File: config.mk
export PLATFORM = sky130hd
export DESIGN_NAME = dram_fifo_ptr_ctrl
export DESIGN_NICKNAME = d
export VERILOG_FILES = /design/src/rtl/dfp_pkg.sv /design/src/rtl/dfp_wrap_ctr.sv /design/src/rtl/dfp_level.sv /design/src/rtl/dfp_flags.sv /design/src/rtl/dram_fifo_ptr_ctrl.sv
export SDC_FILE = /design/constraint.sdc
export NUM_CORES = 1
export LEC_CHECK = 0
export BUFFER_PORTS_ARGS = -buffer_cell sky130_fd_sc_hd__buf_2
export CAP_MARGIN = 20
export CORE_UTILIZATION = 43
export DETAILED_ROUTE_END_ITERATION = 16
export GPL_TIMING_DRIVEN = 0
export PLACE_DENSITY = 0.8
export SYNTH_ARGS = -nofsm -noshare
export SYNTH_HDL_FRONTEND = slang
export SYNTH_HIERARCHICAL = 1
export SYNTH_SLANG_ARGS = --single-unit
File: constraint.sdc
create_clock -name clk_i -period 1.8 [get_ports clk_i]
set_input_delay 0.36 -clock clk_i [delete_from_list [all_inputs] [get_ports clk_i]]
set_output_delay 0.36 -clock clk_i [all_outputs]
set_load 0.02 [all_outputs]
File: src/rtl/dfp_pkg.sv
package dfp_pkg;
  typedef enum logic [1:0] {
    LVL_HOLD = 2'd0,
    LVL_INC  = 2'd1,
    LVL_DEC  = 2'd2
  } lvl_op_e;

  function automatic lvl_op_e lvl_op(input logic wr, input logic rd);
    if (wr && !rd) return LVL_INC;
    if (rd && !wr) return LVL_DEC;
    return LVL_HOLD;
  endfunction
endpackage

File: src/rtl/dfp_wrap_ctr.sv
module dfp_wrap_ctr #(
  parameter int unsigned DEPTH = 16,
  localparam int unsigned PTR_W = (DEPTH > 1) ? $clog2(DEPTH) : 1
) (
  input  logic             clk_i,
  input  logic             rst_ni,
  input  logic             adv_i,
  output logic [PTR_W-1:0] ptr_o
);
  localparam logic [PTR_W-1:0] LAST = PTR_W'(DEPTH - 1);

  always_ff @(posedge clk_i or negedge rst_ni) begin
    if (!rst_ni)    ptr_o <= '0;
    else if (adv_i) ptr_o <= (ptr_o == LAST) ? '0 : ptr_o + 1'b1;
  end
endmodule

File: src/rtl/dfp_level.sv
module dfp_level
  import dfp_pkg::*;
#(
  parameter int unsigned LVL_W = 5
) (
  input  logic             clk_i,
  input  logic             rst_ni,
  input  lvl_op_e          op_i,
  output logic [LVL_W-1:0] level_o
);
  always_ff @(posedge clk_i or negedge rst_ni) begin
    if (!rst_ni) level_o <= '0;
    else begin
      unique case (op_i)
        LVL_INC: level_o <= level_o + 1'b1;
        LVL_DEC: level_o <= level_o - 1'b1;
        default: level_o <= level_o;
      endcase
    end
  end
endmodule

File: src/rtl/dfp_flags.sv
module dfp_flags #(
  parameter int unsigned LVL_W     = 5,
  parameter int unsigned WR_THRESH = 16,
  parameter int unsigned RD_THRESH = 0
) (
  input  logic [LVL_W-1:0] level_i,
  output logic             wr_ok_o,
  output logic             rd_ok_o
);
  localparam logic [31:0] WR_T = 32'(WR_THRESH);
  localparam logic [31:0] RD_T = 32'(RD_THRESH);

  logic [31:0] lvl_ext;
  assign lvl_ext = 32'(level_i);
  assign wr_ok_o = lvl_ext < WR_T;
  assign rd_ok_o = lvl_ext > RD_T;
endmodule

File: src/rtl/dram_fifo_ptr_ctrl.sv
module dram_fifo_ptr_ctrl
  import dfp_pkg::*;
#(
  parameter int unsigned BASE_ADDR = 0,
  parameter int unsigned DEPTH     = 16,
  parameter int unsigned RD_THRESH = 0,
  parameter int unsigned WR_THRESH = 16,
  parameter int unsigned ADDR_W    = 32,
  localparam int unsigned LVL_W    = $clog2(DEPTH + 1),
  localparam int unsigned PTR_W    = (DEPTH > 1) ? $clog2(DEPTH) : 1
) (
  input  logic              clk_i,
  input  logic              rst_ni,
  input  logic              wr_i,
  input  logic              rd_i,
  output logic [ADDR_W-1:0] wr_addr_o,
  output logic [ADDR_W-1:0] rd_addr_o,
  output logic [LVL_W-1:0]  level_o,
  output logic              wr_ok_o,
  output logic              rd_ok_o
);
  localparam logic [ADDR_W-1:0] BASE_A = ADDR_W'(BASE_ADDR);

  // index 0: write side, index 1: read side
  logic [1:0]             adv;
  logic [PTR_W-1:0]       ptr  [2];
  logic [ADDR_W-1:0]      addr [2];

  assign adv = {rd_i, wr_i};

  for (genvar g = 0; g < 2; g++) begin : g_side
    dfp_wrap_ctr #(.DEPTH(DEPTH)) u_ctr (
      .clk_i (clk_i),
      .rst_ni(rst_ni),
      .adv_i (adv[g]),
      .ptr_o (ptr[g])
    );
    assign addr[g] = BASE_A + ADDR_W'(ptr[g]);
  end

  assign wr_addr_o = addr[0];
  assign rd_addr_o = addr[1];

  dfp_level #(.LVL_W(LVL_W)) u_level (
    .clk_i  (clk_i),
    .rst_ni (rst_ni),
    .op_i   (lvl_op(wr_i, rd_i)),
    .level_o(level_o)
  );

  dfp_flags #(
    .LVL_W    (LVL_W),
    .WR_THRESH(WR_THRESH),
    .RD_THRESH(RD_THRESH)
  ) u_flags (
    .level_i(level_o),
    .wr_ok_o(wr_ok_o),
    .rd_ok_o(rd_ok_o)
  );
endmodule

* After elaboration in Yosys (flattened, before gate mapping)
Cells that the tools add are included.
Storage, ports and cells: flip-flop bits (word level) 13, bits of input ports 4, output and inout bits 71, word-level logic and storage cells 28
Cells by class: add/sub/neg operators 4, $lt $le $gt $ge 2, equal/unequal tests 4, mux-type cells 10, reductions and logical operators 5
Operator list (number):
- case mux 5 bit (2 select lines) | 1
- adder 4 x 1 -> 4 bit (second input constant) | 2
- equality test 4 bit (second input constant) | 2
- 2-to-1 mux 2 bit | 4
- 2-to-1 mux 4 bit | 2
- adder 5 x 1 -> 5 bit (second input constant) | 1
- greater-than comparator 5 x 1 -> 1 bit (second input constant) | 1
- < comparator 5 bit (second input constant) | 1
- subtractor 5 x 1 -> 5 bit (second input constant) | 1
- 2-to-1 mux 1 bit | 3
- equality test 2 x 1 -> 1 bit (second input constant) | 1
- equality test 2 bit (second input constant) | 1
- logical AND 1 bit | 2
- zero test 1 bit | 2
- nonzero test 2 bit | 1

* Logic depth before layout (Yosys ltp)
word-level depth 8, depth in mapped cells 10, mapped depth without buffers 9

* Hierarchy
Netlist, hierarchy kept.
Modules (own cells, without submodules):
- dram_fifo_ptr_ctrl | times used 1, cells an instance 59, area an instance 439.2 µm², seq. area each 0.0 µm²
- dfp_level | times used 1, cells an instance 40, area an instance 386.6 µm², seq. area each 125.1 µm²
- dfp_wrap_ctr | times used 2, cells an instance 15, area an instance 187.7 µm², seq. area each 100.1 µm²
- dfp_flags | times used 1, cells an instance 3, area an instance 13.8 µm², seq. area each 0.0 µm²

* Worst setup path after synthesis
Ideal clock, no wire load.
path type input to register, start input port wr_i, end register u_level.level_o[4], library setup time 131 ps, arrival time 1770 ps, data required time 1669 ps, setup slack -101 ps, stages 9, path buffers 1, cell sequence and2b_2 > ha_1 > buf_4 > xor2_1 > ha_1 > o21ai_1 > a311oi_1 > o21ai_1 > xor2_1
Between the ends: longest elaborated chain between the ends 8, elaborated cells between the ends (all ways) 13, classes of those cells eq/ne: 2; mux: 7; reduce/logical: 4
Ends and longest elaborated chain:
- from (decl) | line dram_fifo_ptr_ctrl.sv:14 | input logic wr_i,
- zero test 1 bit | line dfp_pkg.sv:10 | if (rd && !wr) return LVL_DEC;
- logical AND 1 bit | line dfp_pkg.sv:10
- 2-to-1 mux 1 bit (2 in a row) | line dfp_pkg.sv:10
- 2-to-1 mux 2 bit | line dfp_pkg.sv:11 | return LVL_HOLD;
- 2-to-1 mux 2 bit * | line dfp_pkg.sv:10
- equality test 2 bit / equality test 2 x 1 -> 1 bit (equally long branches) | line dfp_level.sv:14 | unique case (op_i)
- case mux 5 bit (2 select lines) / nonzero test 2 bit (equally long branches)
- to (signal assigned) | line dfp_level.sv:15 | LVL_INC: level_o <= level_o + 1'b1;
- to (signal assigned) | line dfp_level.sv:16 | LVL_DEC: level_o <= level_o - 1'b1;
- to (signal assigned) | line dfp_level.sv:17 | default: level_o <= level_o;
- to (decl) | line dfp_level.sv:9 | output logic [LVL_W-1:0] level_o
Every way passes the cells marked *; elsewhere a longest branch is shown, timed or not. The select of a mux whose other input is x is not followed. A chain may end at the register's enable or synchronous reset.

* Worst setup path in the final report
start input port rd_i, end register u_level.level_o[4]
Between the ends: longest elaborated chain between the ends 7, elaborated cells between the ends (all ways) 13, classes of those cells eq/ne: 2; mux: 7; reduce/logical: 4
Ends and longest elaborated chain:
- from (decl) | line dram_fifo_ptr_ctrl.sv:15 | input logic rd_i,
- logical AND 1 bit | line dfp_pkg.sv:10
- 2-to-1 mux 1 bit (2 in a row) | line dfp_pkg.sv:10
- 2-to-1 mux 2 bit | line dfp_pkg.sv:11
- 2-to-1 mux 2 bit * | line dfp_pkg.sv:10
- equality test 2 bit / equality test 2 x 1 -> 1 bit (equally long branches) | line dfp_level.sv:14
- case mux 5 bit (2 select lines) / nonzero test 2 bit (equally long branches)
Marked as above.

==> results.yml <==
detailed_routing:
  vias: 903
  routed_wire_length_per_instance_um: 7.95
  post-route-drc-count: 0
  final_antenna_net_count: 0
  drt_iter0_markers: 5
  detailed_router_iteration_count_before_antenna_repair: 4
  drt_via_density: 3.78
  routed_wl_mm: 1.90
worst_setup_path:
  crit_family: "adder cells"
  start_kind: "input port"
  cp_data_required_time_ns: 1.97
  critical_path_buf_inv_count: 2
  critPathCaptureType: "flop"
  rr_startpoint: "u_level/level_o[1]"
  largest_fanout_on_the_critical_path: 8
  worst_stage_delay_on_the_critical_path_ns: 0.25
  classification_of_the_worst_setup_path: "input port to flop"
  r2r_cells: 6
  worstPathArrival_ns: 1.85
  critical_path.cell_chain: "buf_4 > nor2b_1 > inv_1 > ha_4 > xor2_2 > ha_2 > o21ai_2 > a311oi_1 > o21ai_1 > xor2_1"
  worst_r2r_endpoint: "u_level/level_o[4]"
  r2r_setup_slack_ns: 0.24
  cp_slowest_cell: "sky130_fd_sc_hd__a311oi_1"
floorplanning:
  top_level_ports: 75
  die_width_um: 55.2
  core_area_sq_mm: 0.00257
  die_h_um: 55.2
  fp-row-count: 18
  die_area_sq_mm: 0.00304
  initial_utilization: 0.473
synth:
  yosysSeqAreaShare: 0.268
  async_reset_ff_frac: 1.00
  synthesized_cell_area_sq_mm: 0.00121
  syn-mean-instance-area_sq_um: 9.20
  postSynthRegisterBits: 13
  yosysWarningCount: 6
  synth_flop_cell: "sky130_fd_sc_hd__dfrtp_1"
  netlist-cell-type-count: 29
  synth_enable_flop_cells: 0
  post_synth_inst_count: 132
outcome:
  outcome: "completed"
place:
  place.detailed.hpwl_mm: 1.50
  place_congestion: 0.805
  io_buffers: 18
  placement.setup.worst_slack_ns: -0.341
grt:
  grt_remaining_overflow: 0
  grt_pass1_wl_mm: 2.70
  global_route.peak_usage_layer: "met2"
  grt_start_max_net_pins: 14
  grtUsageMet3: 0.0246
  met2_usage: 0.209
  number_of_antenna_violations_at_the_first_check_in_global_routing: 0
  globalRouteMet1Util: 0.151
  global_route.usage.total: 0.125
  grt_pass1_vias: 634
cts:
  clock_pin_slew_on_the_worst_setup_and_hold_paths_ns: 0.09
  cts_tree: "done"
  htreeDepth: 1
  cts_buffers: 3
  clock_tree.buffer_depth: 2
  cts_root_buffer: "sky130_fd_sc_hd__clkbuf_4"
  worstSkewPairLatency_ns: 0.27
  cts_num_sinks: 13
power:
  power-per-cell-area_mw_per_mm2: 1140
  worst_ir_drop_vdd_uv: 1000
  leakage_nw: 0.952
timing:
  fin_crit_ns: 1.69
  finalMaxSlewViolations: 0
  report.final.hold_viol_count: 0
  finalSetupViolations: 0
  rsz0062_at_grt: "false"
  period_share: 0.937
  finalClockSkew_ns: 0.000355
  timing.final.ws_setup_ns: 0.113
  fmax_mhz: 593
finish:
  layout-drive-gt1-share: 0.445
  final_net_count: 220
  most_common_cell_after_layout_fill_and_taps_aside: "sky130_fd_sc_hd__buf_4"
  n_fill_cell: 253
  n_antenna_cell: 0
  end_of_flow_core_utilization: 0.629
  p_r_area_growth_vs_syn_pct: 33.0
  layout.cells.most_common_list: "sky130_fd_sc_hd__buf_4 (58), sky130_fd_sc_hd__conb_1 (56), sky130_fd_sc_hd__buf_2 (16)"
worst_hold_path:
  start_point_of_the_worst_min_delay_path: "wr_i"
  hold_path_cell_cnt: 2
  timing.hold.worst_endpoint: "g_side[0].u_ctr/ptr_o[3]"
  hold_class: "input port to flop"
job:
  drv_cap: 0
[per-layer routing]
metal | routed length [um] | up-vias | share of wire
li1 | - | 479 | -
met1 | 749 | 388 | 0.39
met2 | 1020 | 36 | 0.54
met3 | 131 | 0 | 0.069
met4 | 0 | 0 | 0
met5 | 0 | - | 0
[stage by stage]
| stage | hold slack, ns | instance area (sq um) | setup TNS [ns] | instances | power, W |
|---|---|---|---|---|---|
| 6_report | 0.324 | 1620 | 0 | 239 | 0.00183 |
| 5_1_grt | 0.330 | 1620 | 0 | 239 | 0.00200 |
| 4_1_cts | 0.340 | 1610 | 0 | 240 | 0.00183 |
| 3_5_place_dp | 0.274 | 1570 | -0.681 | 235 | 0.00163 |
| 3_3_place_gp | 0.263 | 1570 | -0.626 | 235 | 0.00161 |
| 2_1_floorplan | 0.0644 | 1440 | -0.0943 | 187 | 0.00138 |
[what timing repair did]
action	4_1_cts	5_1_grt
setup endpoints to repair	1	3
endpoints found under the hold margin	13	0
buffers inserted	0	0
pin swaps	0	2
hold buffers	1	0
gates resized for setup	1	6
[where the power goes]
part,leakage (nW),internal (W),switching [W]
Sequential,0.153,0.000436,0.000203
Clock,0.0177,0.0000823,0.000104
Combinational,0.781,0.000448,0.000561
[layout make-up]
type	instances	area [sq um]	area share
Tap cell	30	37.5	0.0232
Clock inverter	1	5.00	0.00310
Clock buffer	3	22.5	0.0139
Sequential cell	13	327	0.202
Inverter	2	7.51	0.00465
Timing Repair Buffer	19	109	0.0674
Buffer	57	428	0.265
Multi-Input combinational cell	114	679	0.421
[flip-flops by register name (all words and copies together), names as in the netlist]
signal / cells
u_level/level_o: 5
g_side.u_ctr/ptr_o: 8
[how the worst max path moves through the flow]
stage,from,endpoint,cells after the start
3_3_place_gp,wr_i,u_level/level_o[4],10
2_1_floorplan,wr_i,u_level/level_o[4],9
5_1_grt,rd_i,u_level/level_o[4],10
6_report,rd_i,u_level/level_o[4],10
3_5_place_dp,wr_i,u_level/level_o[4],10
4_1_cts,rd_i,u_level/level_o[4],10
[cells in the mapped netlist (2+ instances only)]
cell type / instances / area share
sky130_fd_sc_hd__nand3_1: 2 / 0.0082
sky130_fd_sc_hd__nor2b_1: 2 / 0.010
sky130_fd_sc_hd__nand2b_1: 3 / 0.015
sky130_fd_sc_hd__inv_1: 2 / 0.0062
sky130_fd_sc_hd__nor2_1: 4 / 0.012
sky130_fd_sc_hd__xnor2_1: 3 / 0.022
sky130_fd_sc_hd__dfrtp_1: 13 / 0.27
sky130_fd_sc_hd__o21ai_1: 2 / 0.0082
sky130_fd_sc_hd__and3_1: 2 / 0.010
sky130_fd_sc_hd__ha_1: 6 / 0.062
sky130_fd_sc_hd__a21o_1: 2 / 0.012
sky130_fd_sc_hd__nor3b_1: 2 / 0.012
sky130_fd_sc_hd__xor2_1: 5 / 0.036
sky130_fd_sc_hd__buf_4: 58 / 0.36
sky130_fd_sc_hd__mux2_2: 3 / 0.028
sky130_fd_sc_hd__a21oi_1: 2 / 0.0082
sky130_fd_sc_hd__nand2_1: 4 / 0.012
sky130_fd_sc_hd__or2b_2: 2 / 0.014
sky130_fd_sc_hd__a41oi_1: 4 / 0.029
sky130_fd_sc_hd__o21ai_0: 2 / 0.0082
[cells by family after synthesis]
group	after synthesis	synth area share
xor+xnor	8	0.0577
simple gates	25	0.122
fa+ha+maj	6	0.0618
other cells	1	0.00309
compound gates	15	0.0875
mux	4	0.0360
buf+inv	60	0.365
flops	13	0.268
Power figures use the tool's default switching activity.
